==> src/rtl/pcl_pkg.sv <==
package pcl_pkg;
  typedef enum logic [1:0] {
    ACC_IDLE = 2'd0,
    ACC_BYTE = 2'd1,
    ACC_WORD = 2'd2,
    ACC_ODD  = 2'd3
  } acc_kind_t;
endpackage

==> src/rtl/pcl_decode.sv <==
module pcl_decode
  import pcl_pkg::*;
(
  input  logic      ce_lo_n,
  input  logic      ce_hi_n,
  input  logic      oe_n,
  input  logic      we_n,
  output acc_kind_t kind,
  output logic      rd,
  output logic      wr
);
  always_comb begin
    unique case ({ce_hi_n, ce_lo_n})
      2'b11:   kind = ACC_IDLE;
      2'b10:   kind = ACC_BYTE;
      2'b00:   kind = ACC_WORD;
      default: kind = ACC_ODD;
    endcase
  end

  assign rd = (kind != ACC_IDLE) && !oe_n && we_n;
  assign wr = (kind != ACC_IDLE) && oe_n && !we_n;
endmodule

==> src/rtl/pcl_read_steer.sv <==
module pcl_read_steer
  import pcl_pkg::*;
#(
  parameter int unsigned        LANE_W       = 8,
  parameter logic [LANE_W-1:0]  INVALID_BYTE = '1
) (
  input  acc_kind_t           kind,
  input  logic                a0,
  input  logic                attr_sel,
  input  logic [LANE_W-1:0]   even_rd,
  input  logic [LANE_W-1:0]   odd_rd,
  input  logic [LANE_W-1:0]   attr_rd,
  output logic [LANE_W-1:0]   lo_d,
  output logic [LANE_W-1:0]   hi_d,
  output logic                lo_use,
  output logic                hi_use
);
  logic [LANE_W-1:0] src_even;
  logic [LANE_W-1:0] src_odd;

  // Attribute plane: only even bytes exist; odd positions read as fill.
  assign src_even = attr_sel ? attr_rd      : even_rd;
  assign src_odd  = attr_sel ? INVALID_BYTE : odd_rd;

  assign lo_use = (kind == ACC_BYTE) || (kind == ACC_WORD);
  assign hi_use = (kind == ACC_WORD) || (kind == ACC_ODD);

  always_comb begin
    if (kind == ACC_BYTE && a0) lo_d = src_odd;
    else                        lo_d = src_even;
  end

  assign hi_d = src_odd;
endmodule

==> src/rtl/pcl_write_steer.sv <==
module pcl_write_steer
  import pcl_pkg::*;
#(
  parameter int unsigned LANE_W = 8
) (
  input  acc_kind_t          kind,
  input  logic               a0,
  input  logic               attr_sel,
  input  logic               wr,
  input  logic [LANE_W-1:0]  lo_wd,
  input  logic [LANE_W-1:0]  hi_wd,
  output logic               even_we,
  output logic               odd_we,
  output logic               attr_we,
  output logic [LANE_W-1:0]  even_wd,
  output logic [LANE_W-1:0]  odd_wd,
  output logic [LANE_W-1:0]  attr_wd
);
  logic even_hit;
  logic odd_hit;

  assign even_hit = ((kind == ACC_BYTE) && !a0) || (kind == ACC_WORD);
  assign odd_hit  = ((kind == ACC_BYTE) && a0) || (kind == ACC_WORD) || (kind == ACC_ODD);

  assign even_we = wr && !attr_sel && even_hit;
  assign odd_we  = wr && !attr_sel && odd_hit;
  assign attr_we = wr && attr_sel && even_hit;

  // An 8-bit host delivers the odd byte on the low lane.
  assign even_wd = lo_wd;
  assign odd_wd  = (kind == ACC_BYTE) ? lo_wd : hi_wd;
  assign attr_wd = lo_wd;
endmodule

==> src/rtl/pccard_lane_steer.sv <==
module pccard_lane_steer
  import pcl_pkg::*;
#(
  parameter int unsigned       LANE_W       = 8,
  parameter logic [LANE_W-1:0] INVALID_BYTE = '1
) (
  input  logic                  clk,
  input  logic                  rst,
  input  logic                  host_ce_lo_n,
  input  logic                  host_ce_hi_n,
  input  logic                  host_a0,
  input  logic                  host_oe_n,
  input  logic                  host_we_n,
  input  logic                  host_reg_n,
  input  logic [2*LANE_W-1:0]   host_wdata,
  input  logic [LANE_W-1:0]     arr_even_rdata,
  input  logic [LANE_W-1:0]     arr_odd_rdata,
  input  logic [LANE_W-1:0]     attr_rdata,
  output logic [2*LANE_W-1:0]   host_rdata,
  output logic                  host_lo_oe,
  output logic                  host_hi_oe,
  output logic                  host_wait_n,
  output logic                  arr_even_we,
  output logic                  arr_odd_we,
  output logic                  attr_we,
  output logic [LANE_W-1:0]     arr_even_wdata,
  output logic [LANE_W-1:0]     arr_odd_wdata,
  output logic [LANE_W-1:0]     attr_wdata
);
  localparam int unsigned LANES = 2;

  acc_kind_t         kind;
  logic              rd;
  logic              wr;
  logic              attr_sel;
  logic [LANE_W-1:0] lane_d   [LANES];
  logic [LANES-1:0]  lane_use;
  logic [LANES-1:0]  lane_en_q;
  logic [LANE_W-1:0] lane_q   [LANES];
  logic              reading_now;
  logic              even_we_c, odd_we_c, attr_we_c;
  logic [LANE_W-1:0] even_wd_c, odd_wd_c, attr_wd_c;

  assign attr_sel = !host_reg_n;

  pcl_decode u_decode (
    .ce_lo_n (host_ce_lo_n),
    .ce_hi_n (host_ce_hi_n),
    .oe_n    (host_oe_n),
    .we_n    (host_we_n),
    .kind    (kind),
    .rd      (rd),
    .wr      (wr)
  );

  pcl_read_steer #(.LANE_W(LANE_W), .INVALID_BYTE(INVALID_BYTE)) u_rd (
    .kind     (kind),
    .a0       (host_a0),
    .attr_sel (attr_sel),
    .even_rd  (arr_even_rdata),
    .odd_rd   (arr_odd_rdata),
    .attr_rd  (attr_rdata),
    .lo_d     (lane_d[0]),
    .hi_d     (lane_d[1]),
    .lo_use   (lane_use[0]),
    .hi_use   (lane_use[1])
  );

  pcl_write_steer #(.LANE_W(LANE_W)) u_wr (
    .kind     (kind),
    .a0       (host_a0),
    .attr_sel (attr_sel),
    .wr       (wr),
    .lo_wd    (host_wdata[LANE_W-1:0]),
    .hi_wd    (host_wdata[2*LANE_W-1:LANE_W]),
    .even_we  (even_we_c),
    .odd_we   (odd_we_c),
    .attr_we  (attr_we_c),
    .even_wd  (even_wd_c),
    .odd_wd   (odd_wd_c),
    .attr_wd  (attr_wd_c)
  );

  // Per-lane read registers; drive release is gated by the live strobes.
  assign reading_now = !host_oe_n && host_we_n;

  for (genvar g = 0; g < LANES; g++) begin : g_lane
    always_ff @(posedge clk) begin
      if (rst) begin
        lane_en_q[g] <= 1'b0;
        lane_q[g]    <= '0;
      end else begin
        lane_en_q[g] <= rd && lane_use[g];
        if (rd && lane_use[g]) lane_q[g] <= lane_d[g];
      end
    end
    assign host_rdata[g*LANE_W +: LANE_W] = lane_q[g];
  end

  assign host_lo_oe = lane_en_q[0] && reading_now;
  assign host_hi_oe = lane_en_q[1] && reading_now;

  always_ff @(posedge clk) begin
    if (rst) begin
      arr_even_we    <= 1'b0;
      arr_odd_we     <= 1'b0;
      attr_we        <= 1'b0;
      arr_even_wdata <= '0;
      arr_odd_wdata  <= '0;
      attr_wdata     <= '0;
    end else begin
      arr_even_we <= even_we_c;
      arr_odd_we  <= odd_we_c;
      attr_we     <= attr_we_c;
      if (even_we_c) arr_even_wdata <= even_wd_c;
      if (odd_we_c)  arr_odd_wdata  <= odd_wd_c;
      if (attr_we_c) attr_wdata     <= attr_wd_c;
    end
  end

  assign host_wait_n = 1'b1;
endmodule

==> config.mk <==
export PLATFORM = sky130hd
export DESIGN_NAME = pccard_lane_steer
export DESIGN_NICKNAME = d
export VERILOG_FILES = /design/src/rtl/pcl_pkg.sv /design/src/rtl/pcl_decode.sv /design/src/rtl/pcl_read_steer.sv /design/src/rtl/pcl_write_steer.sv /design/src/rtl/pccard_lane_steer.sv
export SDC_FILE = /design/constraint.sdc
export NUM_CORES = 1
export LEC_CHECK = 0
export CAP_MARGIN = 20
export CELL_PAD_IN_SITES_DETAIL_PLACEMENT = 1
export CELL_PAD_IN_SITES_GLOBAL_PLACEMENT = 1
export CORE_MARGIN = 1
export CORE_UTILIZATION = 35
export CTS_CLUSTER_SIZE = 20
export DETAILED_ROUTE_END_ITERATION = 10
export DONT_BUFFER_PORTS = 1
export HOLD_SLACK_MARGIN = 0.15
export PLACE_DENSITY = 0.71
export SKIP_CTS_REPAIR_TIMING = 1
export SLEW_MARGIN = 20
export SYNTH_ARGS = -nofsm -noshare
export SYNTH_HDL_FRONTEND = slang
export SYNTH_SLANG_ARGS = --single-unit
export TNS_END_PERCENT = 100
==> constraint.sdc <==
create_clock -name clk -period 3.4 [get_ports clk]
set_input_delay 0.34 -clock clk [delete_from_list [all_inputs] [get_ports clk]]
set_output_delay 0.34 -clock clk [all_outputs]
set_load 0.1 [all_outputs]
==> out/results.ini <==
[hold_path]
min_path_type = in2reg
hp-start = host_wdata[0]

[worst_setup_path]
critPathRequiredTime_ns = 3.06
cp-startpoint = lane_en_q[1]
endpoint_kind = primary output
crit_fanout = 1
cp-start-kind = register
rrSetupSlack_ns = 1.92
critical_path_class = reg2out
worstPathArrival_ns = 1.49
r2r_start = arr_odd_wdata[7]

[floorplan]
rows = 26
die_w_um = 76.2
initial_core_util = 0.370
core-area_um2 = 5200
ioPinCount = 94
die-area_um2 = 5800
die_h_um = 76.2

[logic_synthesis]
async_reset_ff_frac = 0
netlist_instances = 179
yosysSeqAreaShare = 0.551
ys_warn_count = 0
synth_seq_cells = 45
synth_area_um2 = 1920
synth_top_flop_cell = dfxtp_1
synth.distinct_cells = 23
synth-edff-count = 16
syn_area_per_cell_um2 = 10.8
synthDominantCellAreaShare = 0.302
synth_nets = 227
post-synth-top-count-cell = mux2i_1
yosys-top-cells-area = dfxtp_1, edfxtp_1, mux2i_1, a211oi_1, nor2_1
synth_common_cells = mux2i_1, dfxtp_1, nor2_1, a211oi_1, edfxtp_1
yosys.area.top_type = dfxtp_1

[global_route]
grt_max_degree = 32
grt-ovfl-total = 0
grt_pass1_vias = 1411
antenna_found_initial = 0
grt_pass1_wl_um = 7100
grt_use_total = 0.158

[timing]
tightest_slew_ns = 1.09
rsz0062_at_grt = no
layout_min_cycle_time_ns = 1.83
slew_headroom = 0.275
fin_crit_sh = 0.537
tns_ns = 0
fmaxAchievable_ghz = 0.547
hold_viol_final = 0
slew_violations = 0
finalSetupViolations = 0
skew_ns = 0

[power_and_ir_drop]
power_density_nw_per_um2 = 570
power_mw = 1.17
p_leak_nw = 0.879
peakVddDrop_uv = 193

[finish]
num_antenna_cells = 0
fin_cells = 245
drive_above_1_share = 0.0686
final_nets = 222
nFillCells = 590
area.growth.synth_to_final_pct = 6.24

[placement]
gp_congestion = 0.738
hpwl_um = 3330
io_buffer_count = 0
dp.cells = 236

[clocking]
clk_pin_slew_ns = 0.09
clock_latency_ns = 0.30
cts_buffer_depth = 2
cts.sinks = 45
root_buffer = clkbuf_8
cts_tree = done
htree_levels = 2
numCtsBuffers = 5

[route]
drc = 0
firstDrtPassIters = 4
antenna_left = 0
dr_total_vias = 1312
first_iter_violations = 22
viasPerCell = 5.36
routed_wl_um = 4390
wire_per_inst_um = 17.9

[run_status]
status = completed

[run]
maxCapViolations = 0

-- report_power, final --
| part | leakage (nW) | switching [mW] | internal, mW |
|---|---|---|---|
| combinational | 0.438 | 0.0442 | 0.0258 |
| sequential | 0.392 | 0.179 | 0.582 |
| clock | 0.0489 | 0.188 | 0.147 |
| total | 0.879 | 0.411 | 0.754 |
-- metrics by stage --
stage               setup slack (ns)  instance area [µm²]   util  hold slack (ns)
floorplan                       1.27                 1920      -            0.484
global placement                1.62                 1950  0.374            0.417
detailed placement              1.51                 1950  0.374            0.418
CTS                             1.55                 2030  0.391           0.0905
global route                    1.52                 2040  0.393            0.176
finish                          1.57                 2040  0.393            0.185
-- logic make-up after synthesis --
kind of cell | synth area share
and+or+nand+nor | 0.115
DFF | 0.551
muxes | 0.166
AOI/OAI and AO/OA | 0.103
buffers and inverters | 0.0624
other | 0.00195
-- per-layer routing --
metal / vias to the layer above / global-route usage / share of wire
met5: - / 0 / 0
li1: 610 / - / -
met1: 635 / 0.159 / 0.36
met4: 0 / 0.0615 / 0.017
met2: 60 / 0.285 / 0.54
met3: 7 / 0.0719 / 0.088
-- final timing paths --
| path | to | cells after the start |
|---|---|---|
| worst max-delay path | host_hi_oe | 2 |
| worst min-delay path | attr_wdata[0] | 2 |
| worst max register to register | arr_odd_wdata[7] | 2 |
| worst min register to register | arr_odd_wdata[6] | 2 |
-- state kept, by name, indices dropped and copies added (netlist names) --
register / flops
arr_even_wdata: 8
lane_en_q: 2
arr_odd_wdata: 8
lane_q: 16
arr_even_we: 1
arr_odd_we: 1
attr_wdata: 8
attr_we: 1
-- layout make-up --
class                           count  area [µm²]  share of cell area
Sequential cell                    45        1060               0.519
Timing Repair Buffer                1        10.0             0.00490
Clock buffer                        5        68.8              0.0337
Clock inverter                      3        20.0             0.00979
Inverter                           13        48.8              0.0239
Multi-Input combinational cell    108         748               0.366
Tap cell                           70        87.6              0.0428
-- critical path, cell delays in order (launching register included) --
cell and delay [ns]:
dfxtp_1 0.32, inv_1 0.04, nor2_2 0.83
-- placed cells by master (no fill, tap or decap), types with 2 or more instances in the layout --
cell,count
nor2_2,2
edfxtp_1,16
a21oi_1,9
a211oi_1,16
clkbuf_8,5
mux2i_1,32
nor3_1,8
nand2b_1,3
o21bai_1,2
dfxtp_1,29
or3_1,2
nor2_1,26
inv_1,13
Power figures use the tool's default switching activity.
